## src/rtl/jtb_pkg.sv

```systemverilog
package jtb_pkg;
  typedef enum logic [3:0] {
    TS_EXIT2_DR = 4'h0, TS_EXIT1_DR = 4'h1, TS_SHIFT_DR = 4'h2, TS_PAUSE_DR = 4'h3,
    TS_SEL_IR   = 4'h4, TS_UPD_DR   = 4'h5, TS_CAP_DR   = 4'h6, TS_SEL_DR   = 4'h7,
    TS_EXIT2_IR = 4'h8, TS_EXIT1_IR = 4'h9, TS_SHIFT_IR = 4'hA, TS_PAUSE_IR = 4'hB,
    TS_RTI      = 4'hC, TS_UPD_IR   = 4'hD, TS_CAP_IR   = 4'hE, TS_TLR      = 4'hF
  } tap_state_e;

  typedef enum logic [1:0] {
    MD_OFF   = 2'd0,
    MD_ARMED = 2'd1,
    MD_LIVE  = 2'd2
  } bridge_mode_e;
endpackage

```

## src/rtl/jtb_rst_sync.sv

```systemverilog
module jtb_rst_sync (
  input  logic clk_i,
  input  logic arst_n_i,
  output logic rst_n_o
);
  logic [1:0] sync_q;

  always_ff @(posedge clk_i or negedge arst_n_i) begin
    if (!arst_n_i) sync_q <= 2'b00;
    else           sync_q <= {sync_q[0], 1'b1};
  end

  assign rst_n_o = sync_q[1];
endmodule

```

## src/rtl/jtb_mode_fsm.sv

```systemverilog
module jtb_mode_fsm
  import jtb_pkg::*;
#(
  parameter int          NPORTS      = 8,
  parameter int          IR_W        = 8,
  parameter logic [7:0]  XP_BASE     = 8'h28,
  parameter int          GATE_CYCLES = 512,
  localparam int         SEL_W       = $clog2(NPORTS),
  localparam int         CNT_W       = $clog2(GATE_CYCLES + 1)
) (
  input  logic             clk_i,
  input  logic             rst_n_i,
  input  tap_state_e       tap_i,
  input  logic [IR_W-1:0]  ir_code_i,
  output bridge_mode_e     mode_o,
  output logic [SEL_W-1:0] sel_o,
  output logic [CNT_W-1:0] cnt_o,
  output logic             park_run_o
);
  localparam logic [CNT_W-1:0] LIMIT = CNT_W'(GATE_CYCLES);

  bridge_mode_e     mode_q, mode_d;
  logic [SEL_W-1:0] sel_q, sel_d;
  logic [CNT_W-1:0] cnt_q, cnt_d;
  logic             code_hit;

  assign code_hit = (ir_code_i[IR_W-1:SEL_W] == XP_BASE[IR_W-1:SEL_W]) &&
                    (32'(ir_code_i[SEL_W-1:0]) < NPORTS);

  always_comb begin
    mode_d = mode_q;
    sel_d  = sel_q;
    cnt_d  = (cnt_q == LIMIT) ? cnt_q : cnt_q + 1'b1;
    unique case (mode_q)
      MD_OFF: begin
        if (tap_i == TS_UPD_IR && code_hit) begin
          mode_d = MD_ARMED;
          sel_d  = ir_code_i[SEL_W-1:0];
          cnt_d  = '0;
        end
      end
      MD_ARMED: if (tap_i == TS_RTI) mode_d = MD_LIVE;
      default:  mode_d = MD_LIVE;
    endcase
  end

  always_ff @(posedge clk_i or negedge rst_n_i) begin
    if (!rst_n_i) begin
      mode_q <= MD_OFF;
      sel_q  <= '0;
      cnt_q  <= '0;
    end else begin
      mode_q <= mode_d;
      sel_q  <= sel_d;
      cnt_q  <= cnt_d;
    end
  end

  assign mode_o     = mode_q;
  assign sel_o      = sel_q;
  assign cnt_o      = cnt_q;
  assign park_run_o = (cnt_q < LIMIT);
endmodule

```

## src/rtl/jtb_port_slice.sv

```systemverilog
module jtb_port_slice (
  input  logic clk_i,
  input  logic rst_n_i,
  input  logic is_sel_i,
  input  logic armed_i,
  input  logic live_i,
  input  logic park_run_i,
  input  logic shift_i,
  input  logic bp_tms_i,
  input  logic bp_trst_n_i,
  input  logic bp_tdi_i,
  output logic tck_o,
  output logic tms_o,
  output logic trst_n_o,
  output logic tdo_o,
  output logic oe_o
);
  logic clk_en_d, clk_en_q;

  assign clk_en_d = (is_sel_i && (armed_i || live_i)) || park_run_i;

  always_ff @(negedge clk_i or negedge rst_n_i) begin
    if (!rst_n_i) clk_en_q <= 1'b1;
    else          clk_en_q <= clk_en_d;
  end

  assign tck_o = clk_i & clk_en_q;

  always_comb begin
    tms_o    = 1'b1;
    trst_n_o = bp_trst_n_i;
    tdo_o    = 1'b0;
    oe_o     = 1'b0;
    if (is_sel_i && armed_i) begin
      tms_o    = 1'b0;
      trst_n_o = 1'b1;
    end else if (is_sel_i && live_i) begin
      tms_o = bp_tms_i;
      tdo_o = bp_tdi_i;
      oe_o  = shift_i;
    end
  end
endmodule

```

## src/rtl/jtag_bridge_ctrl.sv

```systemverilog
module jtag_bridge_ctrl
  import jtb_pkg::*;
#(
  parameter int         NPORTS      = 8,
  parameter int         IR_W        = 8,
  parameter logic [7:0] XP_BASE     = 8'h28,
  parameter int         GATE_CYCLES = 512,
  localparam int        SEL_W       = $clog2(NPORTS),
  localparam int        CNT_W       = $clog2(GATE_CYCLES + 1)
) (
  input  logic              tck_i,
  input  logic              bp_trst_n_i,
  input  logic              por_n_i,
  input  logic [3:0]        tap_state_i,
  input  logic [IR_W-1:0]   ir_code_i,
  input  logic              bp_tms_i,
  input  logic              bp_tdi_i,
  output logic              bp_tdo_o,
  output logic              bp_oe_o,
  input  logic [NPORTS-1:0] lp_tdi_i,
  output logic [NPORTS-1:0] lp_tck_o,
  output logic [NPORTS-1:0] lp_tms_o,
  output logic [NPORTS-1:0] lp_trst_n_o,
  output logic [NPORTS-1:0] lp_tdo_o,
  output logic [NPORTS-1:0] lp_oe_o
);
  tap_state_e       tap;
  bridge_mode_e     mode;
  logic [SEL_W-1:0] sel;
  logic [CNT_W-1:0] gate_cnt;
  logic             core_rst_n, park_run, shift, armed, live;

  assign tap   = tap_state_e'(tap_state_i);
  assign shift = (tap == TS_SHIFT_DR) || (tap == TS_SHIFT_IR);
  assign armed = (mode == MD_ARMED);
  assign live  = (mode == MD_LIVE);

  jtb_rst_sync u_rst (
    .clk_i    (tck_i),
    .arst_n_i (bp_trst_n_i & por_n_i),
    .rst_n_o  (core_rst_n)
  );

  jtb_mode_fsm #(
    .NPORTS(NPORTS), .IR_W(IR_W), .XP_BASE(XP_BASE), .GATE_CYCLES(GATE_CYCLES)
  ) u_fsm (
    .clk_i      (tck_i),
    .rst_n_i    (core_rst_n),
    .tap_i      (tap),
    .ir_code_i  (ir_code_i),
    .mode_o     (mode),
    .sel_o      (sel),
    .cnt_o      (gate_cnt),
    .park_run_o (park_run)
  );

  for (genvar p = 0; p < NPORTS; p++) begin : g_port
    jtb_port_slice u_slice (
      .clk_i       (tck_i),
      .rst_n_i     (core_rst_n),
      .is_sel_i    (32'(sel) == p),
      .armed_i     (armed),
      .live_i      (live),
      .park_run_i  (park_run),
      .shift_i     (shift),
      .bp_tms_i    (bp_tms_i),
      .bp_trst_n_i (bp_trst_n_i),
      .bp_tdi_i    (bp_tdi_i),
      .tck_o       (lp_tck_o[p]),
      .tms_o       (lp_tms_o[p]),
      .trst_n_o    (lp_trst_n_o[p]),
      .tdo_o       (lp_tdo_o[p]),
      .oe_o        (lp_oe_o[p])
    );
  end

  assign bp_tdo_o = live ? lp_tdi_i[sel] : 1'b0;
  assign bp_oe_o  = live & shift;
endmodule

```

## config.mk

```make
export PLATFORM = sky130hd
export DESIGN_NAME = jtag_bridge_ctrl
export DESIGN_NICKNAME = d
export VERILOG_FILES = /design/src/rtl/jtb_pkg.sv /design/src/rtl/jtb_rst_sync.sv /design/src/rtl/jtb_mode_fsm.sv /design/src/rtl/jtb_port_slice.sv /design/src/rtl/jtag_bridge_ctrl.sv
export SDC_FILE = /design/constraint.sdc
export NUM_CORES = 1
export LEC_CHECK = 0
export ABC_AREA = 1
export BUFFER_PORTS_ARGS = -buffer_cell sky130_fd_sc_hd__buf_2
export CAP_MARGIN = 20
export CORE_UTILIZATION = 50
export DETAILED_ROUTE_END_ITERATION = 16
export GPL_TIMING_DRIVEN = 0
export HOLD_SLACK_MARGIN = 0.03
export PLACE_DENSITY = 0.79
export SYNTH_ARGS = -nofsm -noshare
export SYNTH_HDL_FRONTEND = slang
export SYNTH_SLANG_ARGS = --single-unit
```

## constraint.sdc

```tcl
create_clock -name tck_i -period 2.5 [get_ports tck_i]
set_clock_uncertainty 0.15 [all_clocks]
set_input_delay 0.375 -clock tck_i [delete_from_list [all_inputs] [get_ports tck_i]]
set_output_delay 0.375 -clock tck_i [all_outputs]
set_load 0.005 [all_outputs]
```

==> flow_metrics.py, run 1 <==
metrics = {
    "critical_path": {
        "crit_path_max_incr_delay_ns": 0.51,
        "critPathCaptureType": "output port",
        "rr_worst_depth": 7,
        "r2r_start": "u_fsm.sel_o[1]",
        "crit_arrival_ns": 2.53,
        "critPathSlowestCell": "dfstp_2",
        "crit_required_ns": 1.98,
        "worstPathCellList": "nand2_1, inv_1, buf_6",
        "r2r_slack_ns": -0.33,
        "path_max_fanout": 1,
        "cp_top_family": "flip-flops",
        "cp_num_buf_inv": 2,
        "cp-start-kind": "flop",
        "timing.rr.end": "g_port[2].u_slice.clk_en_q",
        "path_class": "reg -> out",
    },
    "cts": {
        "cts_tree": "built",
        "clock_latency_ns": 0.70,
        "clkTransAtPathRegs_ns": 0.09,
    },
    "grt": {
        "grt_most_used_layer": "met2",
        "grtUsageTotal_pct": 33.0,
        "first_global_vias": 2440,
        "grtUsageMet3_pct": 11.0,
        "grtUsageMet2_pct": 50.4,
        "grt_pass1_wl_um": 10500,
        "overflow": 0,
        "gr-usage-met1_pct": 37.6,
        "antenna_found_initial": 0,
        "grt_max_degree": 24,
    },
    "die": {
        "initial_core_util_pct": 54.0,
        "io_pins": 67,
        "die_h_um": 66.0,
        "die_x_um": 66.0,
        "die_area_mm2": 0.00436,
        "coreArea_mm2": 0.00380,
        "rows": 22,
    },
    "routing": {
        "drc": 0,
        "drt_iter0_markers": 454,
        "wirelength_um": 9880,
        "vias": 2777,
        "viasPerCell": 6.25,
        "wl_per_cell_um": 22.2,
        "drt-pass1-iter-count": 9,
        "antenna_left": 0,
    },
    "cells_and_area": {
        "drive_gt1_share_pct": 59.1,
        "stdcell_count": 444,
        "multi_input_area_mm2": 0.00129,
        "final_cell_mix": "nand2_1 (54), buf_2 (47), inv_1 (34), buf_6 (30), buf_4 (23)",
        "nets": 426,
        "diodes": 0,
        "fill_cells": 135,
        "area_growth_pct": 67.0,
        "final_core_util_pct": 90.1,
        "final_common_cell": "nand2_1",
        "register_area_um2": 641,
    },
    "synthesis": {
        "synth-edff-count": 0,
        "yosysSeqAreaShare_pct": 31.0,
        "syn_area_mm2": 0.00205,
        "ys_ff_latch": 25,
        "synth-async-reset-ratio_pct": 100,
        "synth_ff_type": "dfrtp_1",
        "synthCells": 297,
        "syn_area_per_cell_um2": 6.90,
        "ys_warn_count": 0,
        "synth_nets": 327,
        "yosysUniqueCellTypes": 30,
    },
    "sta": {
        "worstMarginPinSlew_ns": 0.709,
        "fin_tns_setup_ns": -9.78,
        "setup_slack_ns": -0.553,
        "hold_viol_final": 0,
        "relSlewSlack_pct": 52.7,
        "drv_slew": 0,
        "setup_violations": 55,
        "rsz0062_at_grt": "yes",
        "holdWs_ns": 0.0304,
    },
    "hold_path": {
        "min_path_cells": 5,
        "worstHoldStart": "ir_code_i[4]",
        "holdPathEnd": "u_fsm.cnt_o[8]",
        "min_path_type": "in -> reg",
    },
    "pwr": {
        "total_power_w": 0.00331,
        "vdd_drop_max_mv": 0.656,
        "power_density_mw_per_mm2": 967,
        "p_leak_nw": 1.73,
    },
    "placed_design": {
        "dp_hpwl_um": 3460,
        "dp.cells": 411,
        "placement.io_buffers": 66,
        "place.gp.congestion": 0.899,
    },
    "outcome": {
        "violations": "negative setup slack",
        "status": "finished, violations left",
    },
    "run": {
        "maxCapViolCount": 0,
    },
}
## how the worst max path moves through the flow
stage / from / to / slack [ns] / cells past startpoint
5_1_grt: g_port[0].u_slice.clk_en_q / lp_tck_o[0] / -0.61 / 3
4_1_cts: g_port[7].u_slice.clk_en_q / lp_tck_o[7] / -0.61 / 4
2_1_floorplan: g_port[1].u_slice.clk_en_q / lp_tck_o[1] / 0.05 / 3
6_report: g_port[1].u_slice.clk_en_q / lp_tck_o[1] / -0.55 / 3
3_5_place_dp: u_fsm.sel_o[0] / g_port[0].u_slice.clk_en_q / -0.11 / 5
3_3_place_gp: u_fsm.sel_o[0] / g_port[4].u_slice.clk_en_q / -0.11 / 5
## metal layers
metal | share of wire [%] | routed length (µm)
met5 | 0 | 0
met4 | 9.5 | 934
met3 | 13 | 1280
met2 | 45 | 4400
met1 | 33 | 3270
## what timing repair did
item / CTS / global route
endpoints found under the hold margin: 8 / 0
pin swaps: 30 / 41
hold buffers: 15 / 0
endpoints found under the setup margin: 45 / 68
setup buffers: 9 / 29
resized for setup: 101 / 83
## final cells by class
cell class	instances	share of cell area [%]
sequential	25	18.7
buffer	3	0.768
clock buffer	24	8.78
clock inverter	17	1.90
timing repair buffer	108	24.6
tap	48	1.76
inverter	41	5.63
multi-input combinational	178	37.8
## power by group
part | switching (W) | internal [W] | total (W)
registers | 0.000130 | 0.000531 | 0.000661
clock network | 0.000540 | 0.000868 | 0.00141
logic | 0.000781 | 0.000458 | 0.00124
## sequential cells by signal, indices dropped and copies added (netlist names)
register                 count
u_rst.sync_q                 2
u_fsm.sel_o                  3
u_fsm.cnt_o                 10
g_port.u_slice.clk_en_q      8
u_fsm.mode_o                 2
## cell usage after synthesis (2+ instances only)
cell	count	share of area, %
a21oi_1	2	0.49
ha_1	5	3.1
o21ai_2	2	0.85
nand3_2	2	0.98
nor2_2	4	1.2
clkbuf_1	2	0.37
nand2_1	73	13
dfrtp_1	17	21
nor2_4	6	3.3
buf_4	40	15
a31oi_1	4	1.2
nor2_1	30	5.5
nand2_2	3	0.92
inv_1	43	7.9
o21ai_0	16	3.9
nand3_1	9	2.2
dfstp_2	8	10
inv_2	7	1.3
nor3_1	11	2.7
o21ai_1	3	0.73
## cells by family after synthesis
logic type                 count (synthesis)  synth area share, %
xor gates and xnor gates                   1                0.427
DFF                                       25                 31.0
AOI/OAI and AO/OA                         28                 7.63
and+or+nand+nor                          143                 32.7
adders and majority gates                  5                 3.05
buffers and inverters                     94                 25.0
other                                      1                0.183
## worst register-to-register path: cells and delay by family, from the launching register on
family | cells | cell delay, ns
AO/OA/AOI/OAI | 1 | 0.12
flip-flops | 1 | 0.44
buffers and inverters | 4 | 0.33
AND/OR/NAND/NOR | 2 | 0.33
## stage by stage
step           area [µm²]  setup WS, ns
6_report             3420        -0.553
5_1_grt              3420        -0.612
4_1_cts              3070        -0.614
3_5_place_dp         2440        -0.111
3_3_place_gp         2440        -0.111
2_1_floorplan        2050        0.0461
No activity file was read; power rests on OpenSTA's default activity.
==> run 2: changes to the inputs <==
Settings changed: ABC_AREA 1 to not set, PLACE_DENSITY 0.79 to 0.8, REMOVE_ABC_BUFFERS set to 1.
==> flow_metrics.py, run 2 <==
metrics = {
    "synthesis": {
        "synth_ff_type": "dfrtp_1",
        "syn_area_per_cell_um2": 8.50,
        "yosysTopAreaCellShare_pct": 22.1,
        "yosysSeqAreaShare_pct": 33.1,
        "synth_top_cells_by_count": "buf_4 (40), nand2_1 (30), dfrtp_1 (17)",
        "synth-edff-count": 0,
        "syn_area_mm2": 0.00192,
        "yosysTopAreaCell": "dfrtp_1",
        "synthCells": 226,
        "ys_ff_latch": 25,
        "yosysUniqueCellTypes": 42,
        "ys_warn_count": 0,
        "synth_area_leaders": "dfrtp_1 (22%), buf_4 (16%), dfstp_2 (11%)",
        "synth_most_common_cell": "buf_4",
        "synth-async-reset-ratio_pct": 100,
    },
    "hold_path": {
        "min_path_type": "in -> reg",
        "min_path_cells": 2,
        "holdPathEnd": "u_fsm.sel_o[1]",
        "worstHoldStart": "ir_code_i[1]",
    },
    "pwr": {
        "p_leak_nw": 1.08,
        "switching_share_pct": 25.5,
        "total_power_w": 0.00134,
        "netSwitchingPower_w": 0.000342,
        "cellInternalPower_w": 0.000997,
        "p_seq_share_pct": 30.9,
        "vdd_drop_max_mv": 0.319,
        "pwr-share-comb_pct": 4.5,
        "power_density_mw_per_mm2": 589,
        "power.share.clock_pct": 64.6,
    },
    "grt": {
        "grt_pass1_wl_um": 6550,
        "overflow": 0,
        "first_global_vias": 1561,
        "antenna_found_initial": 0,
        "grt_max_degree": 24,
        "grtUsageTotal_pct": 20.9,
    },
    "sta": {
        "hold_viol_final": 0,
        "setup_slack_ns": -0.451,
        "worstMarginPinSlew_ns": 0.871,
        "drv_slew": 0,
        "fin_tns_setup_ns": -3.45,
        "rsz0062_at_grt": "yes",
        "relSlewSlack_pct": 41.9,
        "setup_violations": 16,
    },
    "cells_and_area": {
        "largest_reg_flops": 10,
        "final_common_cell": "buf_2",
        "diodes": 0,
        "final_cell_mix": "buf_2 (62), nand2_1 (30), nor2_1 (16), dfrtp_1 (14), inv_1 (13)",
        "fill_cells": 313,
        "area_growth_pct": 18.3,
        "drive_gt1_share_pct": 42.2,
        "nets": 293,
        "register_area_um2": 644,
        "multi_input_area_um2": 997,
    },
    "routing": {
        "drc": 0,
        "wl_per_cell_um": 12.7,
        "wirelength_um": 3950,
        "drt_iter0_markers": 36,
        "drt-pass1-iter-count": 4,
        "vias": 1618,
        "antenna_left": 0,
        "viasPerCell": 5.20,
    },
    "placed_design": {
        "placement.io_buffers": 66,
        "dp_slack_ns": -0.241,
        "place.gp.congestion": 0.816,
        "dp_hpwl_um": 2720,
    },
    "outcome": {
        "violations": "negative setup slack",
        "status": "finished, violations left",
    },
    "die": {
        "die_h_um": 64.0,
        "io_pins": 67,
        "initial_core_util_pct": 52.5,
        "rows": 22,
        "die_area_mm2": 0.00409,
        "die_x_um": 64.0,
        "coreArea_mm2": 0.00366,
    },
    "cts": {
        "clock_latency_ns": 0.37,
        "cts_tree": "built",
        "clkTransAtPathRegs_ns": 0.09,
    },
    "critical_path": {
        "r2r_start": "u_fsm.sel_o[0]",
        "crit_arrival_ns": 2.43,
        "rr_worst_depth": 3,
        "critPathCaptureType": "output port",
        "cp-start-kind": "flop",
        "timing.rr.end": "g_port[4].u_slice.clk_en_q",
        "path_max_fanout": 1,
        "crit_required_ns": 1.98,
        "path_class": "reg -> out",
        "r2r_slack_ns": 0.07,
    },
    "run": {
        "maxCapViolCount": 0,
    },
}
-- run 2: stage by stage --
step                      cells  cell area [µm²]  utilization, %  hold WS (ns)
after floorplan             174             1570               -        0.0313
after global placement      288             1960            53.6         0.115
after detailed placement    289             1970            53.8         0.124
after CTS                   307             2160            58.9        0.0579
after global routing        311             2270            62.1        0.0496
final                       311             2270            62.1        0.0669
-- run 2: cell families (layout without fill, tap and decap cells) --
family	Yosys count	in the layout	synth area share, %
AND/OR/NAND/NOR	101	101	29.8
flip-flops	25	25	33.1
other	1	1	0.195
multiplexers	6	6	4.04
buffers and inverters	59	96	19.5
XOR/XNOR	2	2	0.912
adder cells (fa/ha/maj)	5	5	3.26
AO/OA/AOI/OAI	27	27	9.19
-- run 2: worst max-delay path by stage --
| stage | from | end | depth (start not counted) |
|---|---|---|---|
| 6_report | g_port[7].u_slice.clk_en_q | lp_tck_o[7] | 2 |
| 5_1_grt | g_port[7].u_slice.clk_en_q | lp_tck_o[7] | 2 |
| 4_1_cts | g_port[7].u_slice.clk_en_q | lp_tck_o[7] | 2 |
| 3_5_place_dp | u_fsm.sel_o[1] | g_port[2].u_slice.clk_en_q | 3 |
| 3_3_place_gp | u_fsm.sel_o[1] | g_port[2].u_slice.clk_en_q | 3 |
| 2_1_floorplan | u_fsm.sel_o[1] | g_port[2].u_slice.clk_en_q | 3 |
-- run 2: cell type report --
cell class	count	area share [%]
multi-input cells	142	43.9
flip-flops and latches	25	28.4
repair buffers	65	15.3
clock buffers	17	7.49
well taps	48	2.64
clock inverters	8	1.32
inverters	6	0.991
-- run 2: what timing repair did --
| action | in CTS | in global routing |
|---|---|---|
| hold buffers | 2 | 0 |
| endpoints found under the setup margin | 26 | 33 |
| setup buffers | 0 | 4 |
| gates cloned | 0 | 0 |
| pin swaps | 7 | 0 |
| endpoints found under the hold margin | 2 | 0 |
| gates resized for setup | 10 | 18 |
-- run 2: power by group through the flow --
stage / combinational, W / clock, W / sequential, W
2_1_floorplan: 0.0000219 / 0.000138 / 0.000419
3_3_place_gp: 0.0000539 / 0.000242 / 0.000421
3_5_place_dp: 0.0000551 / 0.000242 / 0.000421
4_1_cts: 0.0000585 / 0.000781 / 0.000414
5_1_grt: 0.0000659 / 0.000945 / 0.000416
6_report: 0.0000601 / 0.000865 / 0.000414
-- run 2: metal layers --
metal	GRT usage [%]	vias up	wire length, µm
met1	23.0	760	1670
met5	0	-	0
met3	6.61	2	251
met2	35.5	61	1990
met4	11.4	0	33
li1	-	795	-
-- run 2: critical path: stages, from the launching register on --
cell,delay [ns]
dfstp_2,0.51
and2_4,0.13
buf_6,0.08
==> run 3: changes to the inputs <==
Settings changed: ABC_AREA set to 1, CORE_MARGIN set to 4, PLACE_DENSITY 0.8 to 0.79.
==> flow_metrics.py, run 3 (same netlist as run 1, synthesis figures left out) <==
metrics = {
    "sta": {
        "hold_viol_final": 0,
        "drv_slew": 0,
        "relSlewSlack_pct": 40.5,
        "setup_violations": 16,
        "worstMarginPinSlew_ns": 0.893,
        "setup_slack_ns": -0.420,
        "fin_tns_setup_ns": -3.30,
        "rsz0062_at_grt": "yes",
    },
    "pwr": {
        "power_density_mw_per_mm2": 897,
        "total_power_w": 0.00213,
        "p_leak_nw": 1.25,
        "switching_share_pct": 42.8,
        "cellInternalPower_w": 0.00122,
        "netSwitchingPower_w": 0.000912,
        "p_seq_share_pct": 29.9,
        "power.share.clock_pct": 38.1,
        "pwr-share-comb_pct": 32.0,
        "vdd_drop_max_mv": 0.390,
    },
    "routing": {
        "drc": 0,
        "wl_per_cell_um": 12.1,
        "drt-pass1-iter-count": 4,
        "vias": 1901,
        "viasPerCell": 4.86,
        "antenna_left": 0,
        "drt_iter0_markers": 149,
        "wirelength_um": 4720,
    },
    "critical_path": {
        "critPathSlowestCell": "dfstp_2",
        "cp-start-kind": "flop",
        "critPathLaunch": "g_port[0].u_slice.clk_en_q",
        "path_max_fanout": 1,
        "worstPathCellList": "nand2_2, inv_2, buf_2",
        "rr_worst_depth": 5,
        "crit_arrival_ns": 2.39,
        "path_class": "reg -> out",
        "timing.rr.end": "g_port[0].u_slice.clk_en_q",
        "r2r_start": "u_fsm.sel_o[0]",
        "r2r_slack_ns": 0.07,
        "crit_required_ns": 1.98,
        "critPathCaptureType": "output port",
        "crit_path_max_incr_delay_ns": 0.52,
    },
    "grt": {
        "antenna_found_initial": 0,
        "grt_pass1_wl_um": 7540,
        "grtUsageTotal_pct": 18.5,
        "first_global_vias": 1872,
        "grt_max_degree": 24,
        "overflow": 0,
    },
    "placed_design": {
        "dp_hpwl_um": 3540,
        "placed_cell_area_mm2": 0.00212,
        "placement.io_buffers": 66,
        "place.gp.congestion": 0.872,
    },
    "run": {
        "maxCapViolCount": 0,
    },
    "cells_and_area": {
        "area_growth_pct": 16.0,
        "final_area_mm2": 0.00238,
        "final_cell_mix": "nand2_1 (66), buf_2 (66), inv_1 (44), nor2_1 (27), dfrtp_1 (14)",
        "multi_input_area_um2": 973,
        "nets": 371,
        "fill_cells": 349,
        "diodes": 0,
        "largest_reg_flops": 10,
        "drive_gt1_share_pct": 40.2,
        "register_area_um2": 639,
    },
    "cts": {
        "clkTransAtPathRegs_ns": 0.09,
        "clock_latency_ns": 0.37,
        "cts_tree": "built",
    },
    "outcome": {
        "status": "finished, violations left",
        "violations": "negative setup slack",
    },
    "die": {
        "coreArea_mm2": 0.00397,
        "rows": 23,
        "die_h_um": 72.0,
        "initial_core_util_pct": 51.6,
        "die_x_um": 72.0,
        "die_area_mm2": 0.00519,
        "io_pins": 67,
    },
    "hold_path": {
        "worstHoldStart": "ir_code_i[0]",
        "min_path_cells": 3,
        "min_path_type": "in -> reg",
        "holdPathEnd": "u_fsm.sel_o[0]",
    },
}
==> run 3: metrics by stage <==
stage | util (%) | worst slack, ns | hold WS, ns | cells
final | 59.9 | -0.420 | 0.0539 | 391
after global routing | 59.9 | -0.477 | 0.0444 | 391
after CTS | 57.6 | -0.439 | 0.0446 | 387
after detailed placement | 53.3 | -0.183 | 0.0972 | 369
after global placement | 53.3 | -0.184 | 0.0949 | 369
after floorplan | - | -0.0162 | 0.00345 | 253
==> run 3: metal layers <==
metal,share of wire (%),global-route usage [%]
met1,40,20.2
met2,54,30.9
met3,4.9,5.26
met4,1.6,12.7
met5,0,0
==> run 3: how the worst max path moves through the flow <==
stage,to,slack [ns]
after floorplan,g_port[4].u_slice.clk_en_q,-0.02
after global placement,g_port[4].u_slice.clk_en_q,-0.18
after detailed placement,g_port[4].u_slice.clk_en_q,-0.18
after CTS,lp_tck_o[3],-0.44
after global routing,lp_tck_o[2],-0.48
final,lp_tck_o[0],-0.42
==> run 3: cell type report <==
class | count | share of cell area [%]
Clock buffer | 16 | 5.89
Clock inverter | 17 | 2.74
Inverter | 41 | 6.58
Multi-Input combinational cell | 178 | 40.9
Sequential cell | 25 | 26.9
Tap cell | 50 | 2.63
Timing Repair Buffer | 64 | 14.3
==> run 3: repair_timing <==
item,CTS,global route
hold buffers,2,0
hold endpoints to repair,2,0
pin swaps,7,2
cloned,0,0
buffers inserted,0,4
gates resized for setup,11,21
setup endpoints to repair,29,38
==> run 3: worst max-delay path: cells and delay by family, from the launching register on <==
family                 cells  cell delay [ns]
buffers and inverters      2             0.12
flip-flops                 1             0.52
AND/OR/NAND/NOR            1             0.04
==> run 3: power groups by stage <==
stage	Sequential, W	Clock, W	Combinational, W
4_1_cts	0.000642	0.000822	0.000595
3_3_place_gp	0.000637	0.000266	0.000564
3_5_place_dp	0.000642	0.000266	0.000579
6_report	0.000638	0.000814	0.000682
5_1_grt	0.000657	0.000916	0.000766
2_1_floorplan	0.000616	0.000154	0.000440
